$ cat config.mk
export PLATFORM = sky130hd
export DESIGN_NAME = pot_serial_ctrl
export DESIGN_NICKNAME = d
export VERILOG_FILES = /design/src/rtl/pot_pkg.sv /design/src/rtl/pot_sync.sv /design/src/rtl/pot_shift.sv /design/src/rtl/pot_active.sv /design/src/rtl/pot_serial_ctrl.sv
export SDC_FILE = /design/constraint.sdc
export NUM_CORES = 1
export LEC_CHECK = 0
export ABC_AREA = 1
export CORE_ASPECT_RATIO = 0.7
export CORE_MARGIN = 2
export CORE_UTILIZATION = 50
export CTS_CLUSTER_SIZE = 10
export DETAILED_ROUTE_END_ITERATION = 12
export DONT_BUFFER_PORTS = 1
export HOLD_SLACK_MARGIN = 0.08
export PLACE_DENSITY = 0.76
export SYNTH_ARGS = -nofsm -noshare
export SYNTH_HDL_FRONTEND = slang
export SYNTH_HIERARCHICAL = 1
export SYNTH_SLANG_ARGS = --single-unit
$ cat constraint.sdc
create_clock -name clk -period 1.3 [get_ports clk]
set_input_delay 0.39 -clock clk [delete_from_list [all_inputs] [get_ports clk]]
set_output_delay 0.39 -clock clk [all_outputs]
set_load 0.005 [all_outputs]
$ cat src/rtl/pot_pkg.sv
package pot_pkg;
    localparam int DEF_WIPER_W    = 8;
    localparam int DEF_SYNC_DEPTH = 2;
    localparam int LINE_CNT       = 3;
    localparam int LINE_DQ        = 0;
    localparam int LINE_SCLK      = 1;
    localparam int LINE_EN        = 2;

    typedef enum logic [1:0] {
        SEL_WIPER0 = 2'b01,
        SEL_WIPER1 = 2'b10
    } stack_mux_e;
endpackage

$ cat src/rtl/pot_sync.sv
module pot_sync #(
    parameter int N     = 3,
    parameter int DEPTH = 2
) (
    input  logic         clk,
    input  logic         reset,
    input  logic [N-1:0] raw,
    output logic [N-1:0] level,
    output logic [N-1:0] rise,
    output logic [N-1:0] fall
);
    typedef struct packed {
        logic [DEPTH-1:0][N-1:0] pipe;
        logic [N-1:0]            prev;
    } sync_t;

    sync_t st_d, st_q;

    always_comb begin
        st_d         = st_q;
        st_d.pipe[0] = raw;
        for (int i = 1; i < DEPTH; i++) begin
            st_d.pipe[i] = st_q.pipe[i-1];
        end
        st_d.prev = st_q.pipe[DEPTH-1];
    end

    always_ff @(posedge clk) begin
        if (reset) st_q <= '0;
        else       st_q <= st_d;
    end

    assign level = st_q.pipe[DEPTH-1];
    assign rise  = level & ~st_q.prev;
    assign fall  = ~level & st_q.prev;
endmodule

$ cat src/rtl/pot_shift.sv
module pot_shift #(
    parameter int                 FW   = 17,
    parameter logic [FW-1:0]      INIT = '0
) (
    input  logic          clk,
    input  logic          reset,
    input  logic          shift_en,
    input  logic          bit_in,
    output logic [FW-1:0] frame,
    output logic          cascade_out
);
    typedef struct packed {
        logic [FW-1:0] sr;
    } shift_t;

    shift_t st_d, st_q;

    always_comb begin
        st_d = st_q;
        if (shift_en) begin
            st_d.sr = {st_q.sr[FW-2:0], bit_in};
        end
    end

    always_ff @(posedge clk) begin
        if (reset) st_q.sr <= INIT;
        else       st_q    <= st_d;
    end

    assign frame       = st_q.sr;
    assign cascade_out = st_q.sr[FW-1];
endmodule

$ cat src/rtl/pot_active.sv
module pot_active #(
    parameter int                WW      = 8,
    parameter logic [WW-1:0]     RST_VAL = 8'h80,
    localparam int               FW      = 2 * WW + 1
) (
    input  logic          clk,
    input  logic          reset,
    input  logic          load,
    input  logic [FW-1:0] frame,
    output logic [WW-1:0] wiper0,
    output logic [WW-1:0] wiper1,
    output logic          stack_sel,
    output logic [1:0]    out_sel
);
    import pot_pkg::*;

    typedef struct packed {
        logic          stack;
        logic [WW-1:0] w1;
        logic [WW-1:0] w0;
    } active_t;

    active_t st_d, st_q;

    always_comb begin
        st_d = st_q;
        if (load) begin
            st_d.stack = frame[FW-1];
            st_d.w1    = frame[FW-2 -: WW];
            st_d.w0    = frame[WW-1:0];
        end
    end

    always_ff @(posedge clk) begin
        if (reset) begin
            st_q.stack <= 1'b0;
            st_q.w1    <= RST_VAL;
            st_q.w0    <= RST_VAL;
        end else begin
            st_q <= st_d;
        end
    end

    stack_mux_e sel;
    always_comb sel = st_q.stack ? SEL_WIPER1 : SEL_WIPER0;

    assign wiper0    = st_q.w0;
    assign wiper1    = st_q.w1;
    assign stack_sel = st_q.stack;
    assign out_sel   = sel;
endmodule

$ cat src/rtl/pot_serial_ctrl.sv
module pot_serial_ctrl #(
    parameter int             WIPER_W    = pot_pkg::DEF_WIPER_W,
    parameter int             SYNC_DEPTH = pot_pkg::DEF_SYNC_DEPTH,
    parameter logic [WIPER_W-1:0] RST_WIPER = 8'h80,
    localparam int            FRAME_W    = 2 * WIPER_W + 1
) (
    input  logic               clk,
    input  logic               reset,
    input  logic               rst_en,
    input  logic               clk_ser,
    input  logic               dq,
    output logic               cascade_out,
    output logic [WIPER_W-1:0] wiper0,
    output logic [WIPER_W-1:0] wiper1,
    output logic               stack_sel,
    output logic [1:0]         out_sel
);
    import pot_pkg::*;

    localparam logic [FRAME_W-1:0] FRAME_INIT = {1'b0, RST_WIPER, RST_WIPER};

    logic [LINE_CNT-1:0] line_lvl, line_rise, line_fall;
    logic                shift_w, load_w;
    logic [FRAME_W-1:0]  frame_w;

    pot_sync #(.N(LINE_CNT), .DEPTH(SYNC_DEPTH)) i_sync (
        .clk   (clk),
        .reset (reset),
        .raw   ({rst_en, clk_ser, dq}),
        .level (line_lvl),
        .rise  (line_rise),
        .fall  (line_fall)
    );

    assign shift_w = line_rise[LINE_SCLK] & line_lvl[LINE_EN];
    assign load_w  = line_fall[LINE_EN];

    pot_shift #(.FW(FRAME_W), .INIT(FRAME_INIT)) i_shift (
        .clk         (clk),
        .reset       (reset),
        .shift_en    (shift_w),
        .bit_in      (line_lvl[LINE_DQ]),
        .frame       (frame_w),
        .cascade_out (cascade_out)
    );

    pot_active #(.WW(WIPER_W), .RST_VAL(RST_WIPER)) i_active (
        .clk       (clk),
        .reset     (reset),
        .load      (load_w),
        .frame     (frame_w),
        .wiper0    (wiper0),
        .wiper1    (wiper1),
        .stack_sel (stack_sel),
        .out_sel   (out_sel)
    );
endmodule

==> flow_metrics.tcl <==
set metrics [dict create \
    outcome "complete, no violations" \
    wire_length_of_the_first_global_routing_pass_um 4410 \
    cts_hold_buffers 0 \
    ratio_of_cells_with_drive_above_1_in_the_final_layout_pct 7.08 \
    power_density_over_the_cells_nw_per_um2 1310 \
    power_leakage_nw 0.743 \
    worst-path-max-fanout 4 \
    globalRoute.totalOverflow 0 \
    post-route-drc-count 0 \
    final.setup.tns_ns 0 \
    timing.slew.headroom_pct 82.1 \
    worst-slew-pin-transition_ns 0.268 \
    critical_path.startpoint_type "register" \
    path_class "reg2out" \
    placed_cell_area_sq_um 1660 \
    path_clk_slew_ns 0.08 \
    grt_setup_unrepaired "no" \
    dieArea_sq_um 3930 \
    tritoncts "built" \
    slowest_stage "sky130_fd_sc_hd__dfxtp_1" \
    synth_cells 245 \
    grtUsageTotal_pct 15.2 \
    synthesis.nets 250 \
    antenna-diode-count 0 \
    report.final.slew_viol_count 0 \
    post_drt_via_cell_ratio 4.08 \
    antenna_found_initial 0 \
    synth_warnings 6 \
    mean_instance_size_in_the_synthesized_netlist_sq_um 7.02 \
    finalSetupViolCount 0 \
    worst_path_largest_cell_delay_ns 0.41 \
    drt-initial-drc-count 70 \
    layout.cell_area.non_filler_sq_um 1760 \
    detail-route-antenna-nets 0 \
    finalNetCount 244 \
    dr_total_vias 1172 \
    max_cap_viol_count 0 \
    route.detailed.wl_per_inst_um 8.80 \
    worstHoldPathType "in2reg" \
    drtPass1Iterations 4 \
    worst_clock_skew_ns 0.00813 \
    ir_worst_vdd_mv 0.525 \
    portBuffers 0 \
    ioPinCount 25 \
    drt_wl_total_um 2530 \
    final_hold_viol_count 0 \
    core_ar_sq_um 3210 \
    timing.final.ws_setup_ns 0.133 \
    grt_max_degree 34 \
    dp_hpwl_um 1720 \
    post-route-period-util_pct 89.8 \
    crit_path_end_kind "output pin" \
    crit_required_ns 0.91 \
    placement_setup_slack_ns 0.199 \
    mappedNetlistArea_sq_um 1720 \
    post_cts.resized_instances 0 \
    worstPathCellList "inv_1" \
    cts-buffers-inserted 5 \
    routabilityCongestion 0.738 \
    start_util_pct 53.6 \
    upper_clock_frequency_limit_mhz 857 \
    timing.final.crit_period_ns 1.17 \
    timing.hold.ws_ns 0.158 \
    path_buf_inv 1 \
    crit_family "flip-flops" \
    die-height_um 53.1 \
    ctsRootBufferMaster "sky130_fd_sc_hd__clkbuf_8" \
    clock_latency_ns 0.29 \
    clk_path_buf_depth 2 \
    first_global_vias 1038 \
    site_rows 17 \
    cp.arrival_ns 0.78 \
    cts-htree-levels 2 \
    cts_num_sinks 42 \
    postCtsSetupBuffers 0 \
    die_width_um 74.1 \
    layout_area_growth_over_synthesis_pct 2.18 \
]
==> routing by layer <==
| layer | part of all wire [%] | vias up | track usage (%) |
|---|---|---|---|
| met1 | 53 | 474 | 19.9 |
| met3 | 5.3 | 4 | 5.14 |
| met2 | 41 | 25 | 22.5 |
| met5 | 0 | - | 0 |
| met4 | 1.3 | 0 | 7.27 |
| li1 | - | 669 | - |
==> where the power goes <==
| group | total [W] | internal (W) | switching [W] |
|---|---|---|---|
| sequential | 0.00134 | 0.00132 | 0.0000219 |
| clock | 0.000858 | 0.000426 | 0.000432 |
| combinational | 0.000107 | 0.0000412 | 0.0000661 |
| total | 0.00231 | 0.00179 | 0.000520 |
==> state kept, by name, indices dropped and copies added (netlist names) <==
name and count:
i_active/wiper1 8, i_active/wiper0 8, i_sync/st_q 2, i_sync/st_d 3, i_sync/level 3, i_shift/frame 17, i_active/stack_sel 1
==> cell usage in the layout, fill, tap and decap left out, drive strengths merged <==
cell type and count:
nand3 4, nand2 69, clkinvlp 1, inv 45, buf 2, dfxtp 42
clkbuf 6, nor2 70, clkinv 1
==> cell type report <==
type | instances | area [sq um]
fillers | 319 | 1450
flip-flops and latches | 42 | 841
multi-input cells | 143 | 554
inverters | 45 | 169
clock buffers | 6 | 82.6
well taps | 47 | 58.8
repair buffers | 2 | 40.0
clock inverters | 2 | 12.5
==> through the flow <==
step / std cells / power [W] / util [%]
3_3_place_gp: 279 / 0.00148 / 51.8
3_5_place_dp: 279 / 0.00148 / 51.8
2_1_floorplan: 245 / 0.00148 / -
6_report: 287 / 0.00231 / 54.7
5_1_grt: 287 / 0.00243 / 54.7
4_1_cts: 287 / 0.00235 / 54.7
==> worst paths after layout <==
path / startpoint / end / slack [ns] / cells after the start
min reg2reg: i_sync/st_d[6]$_SDFF_PP0_ / i_sync/level[0]$_SDFF_PP0_ / 0.41 / 2
max reg2reg: i_sync/level[1]$_SDFF_PP0_ / i_shift/frame[7]$_SDFFE_PP1P_ / 0.21 / 8
max: i_active/stack_sel$_SDFFE_PP0P_ / out_sel[0] / 0.13 / 1
min: reset / i_sync/st_d[7]$_SDFF_PP0_ / 0.16 / 1
Note: power is estimated with default switching activity, not from simulation.
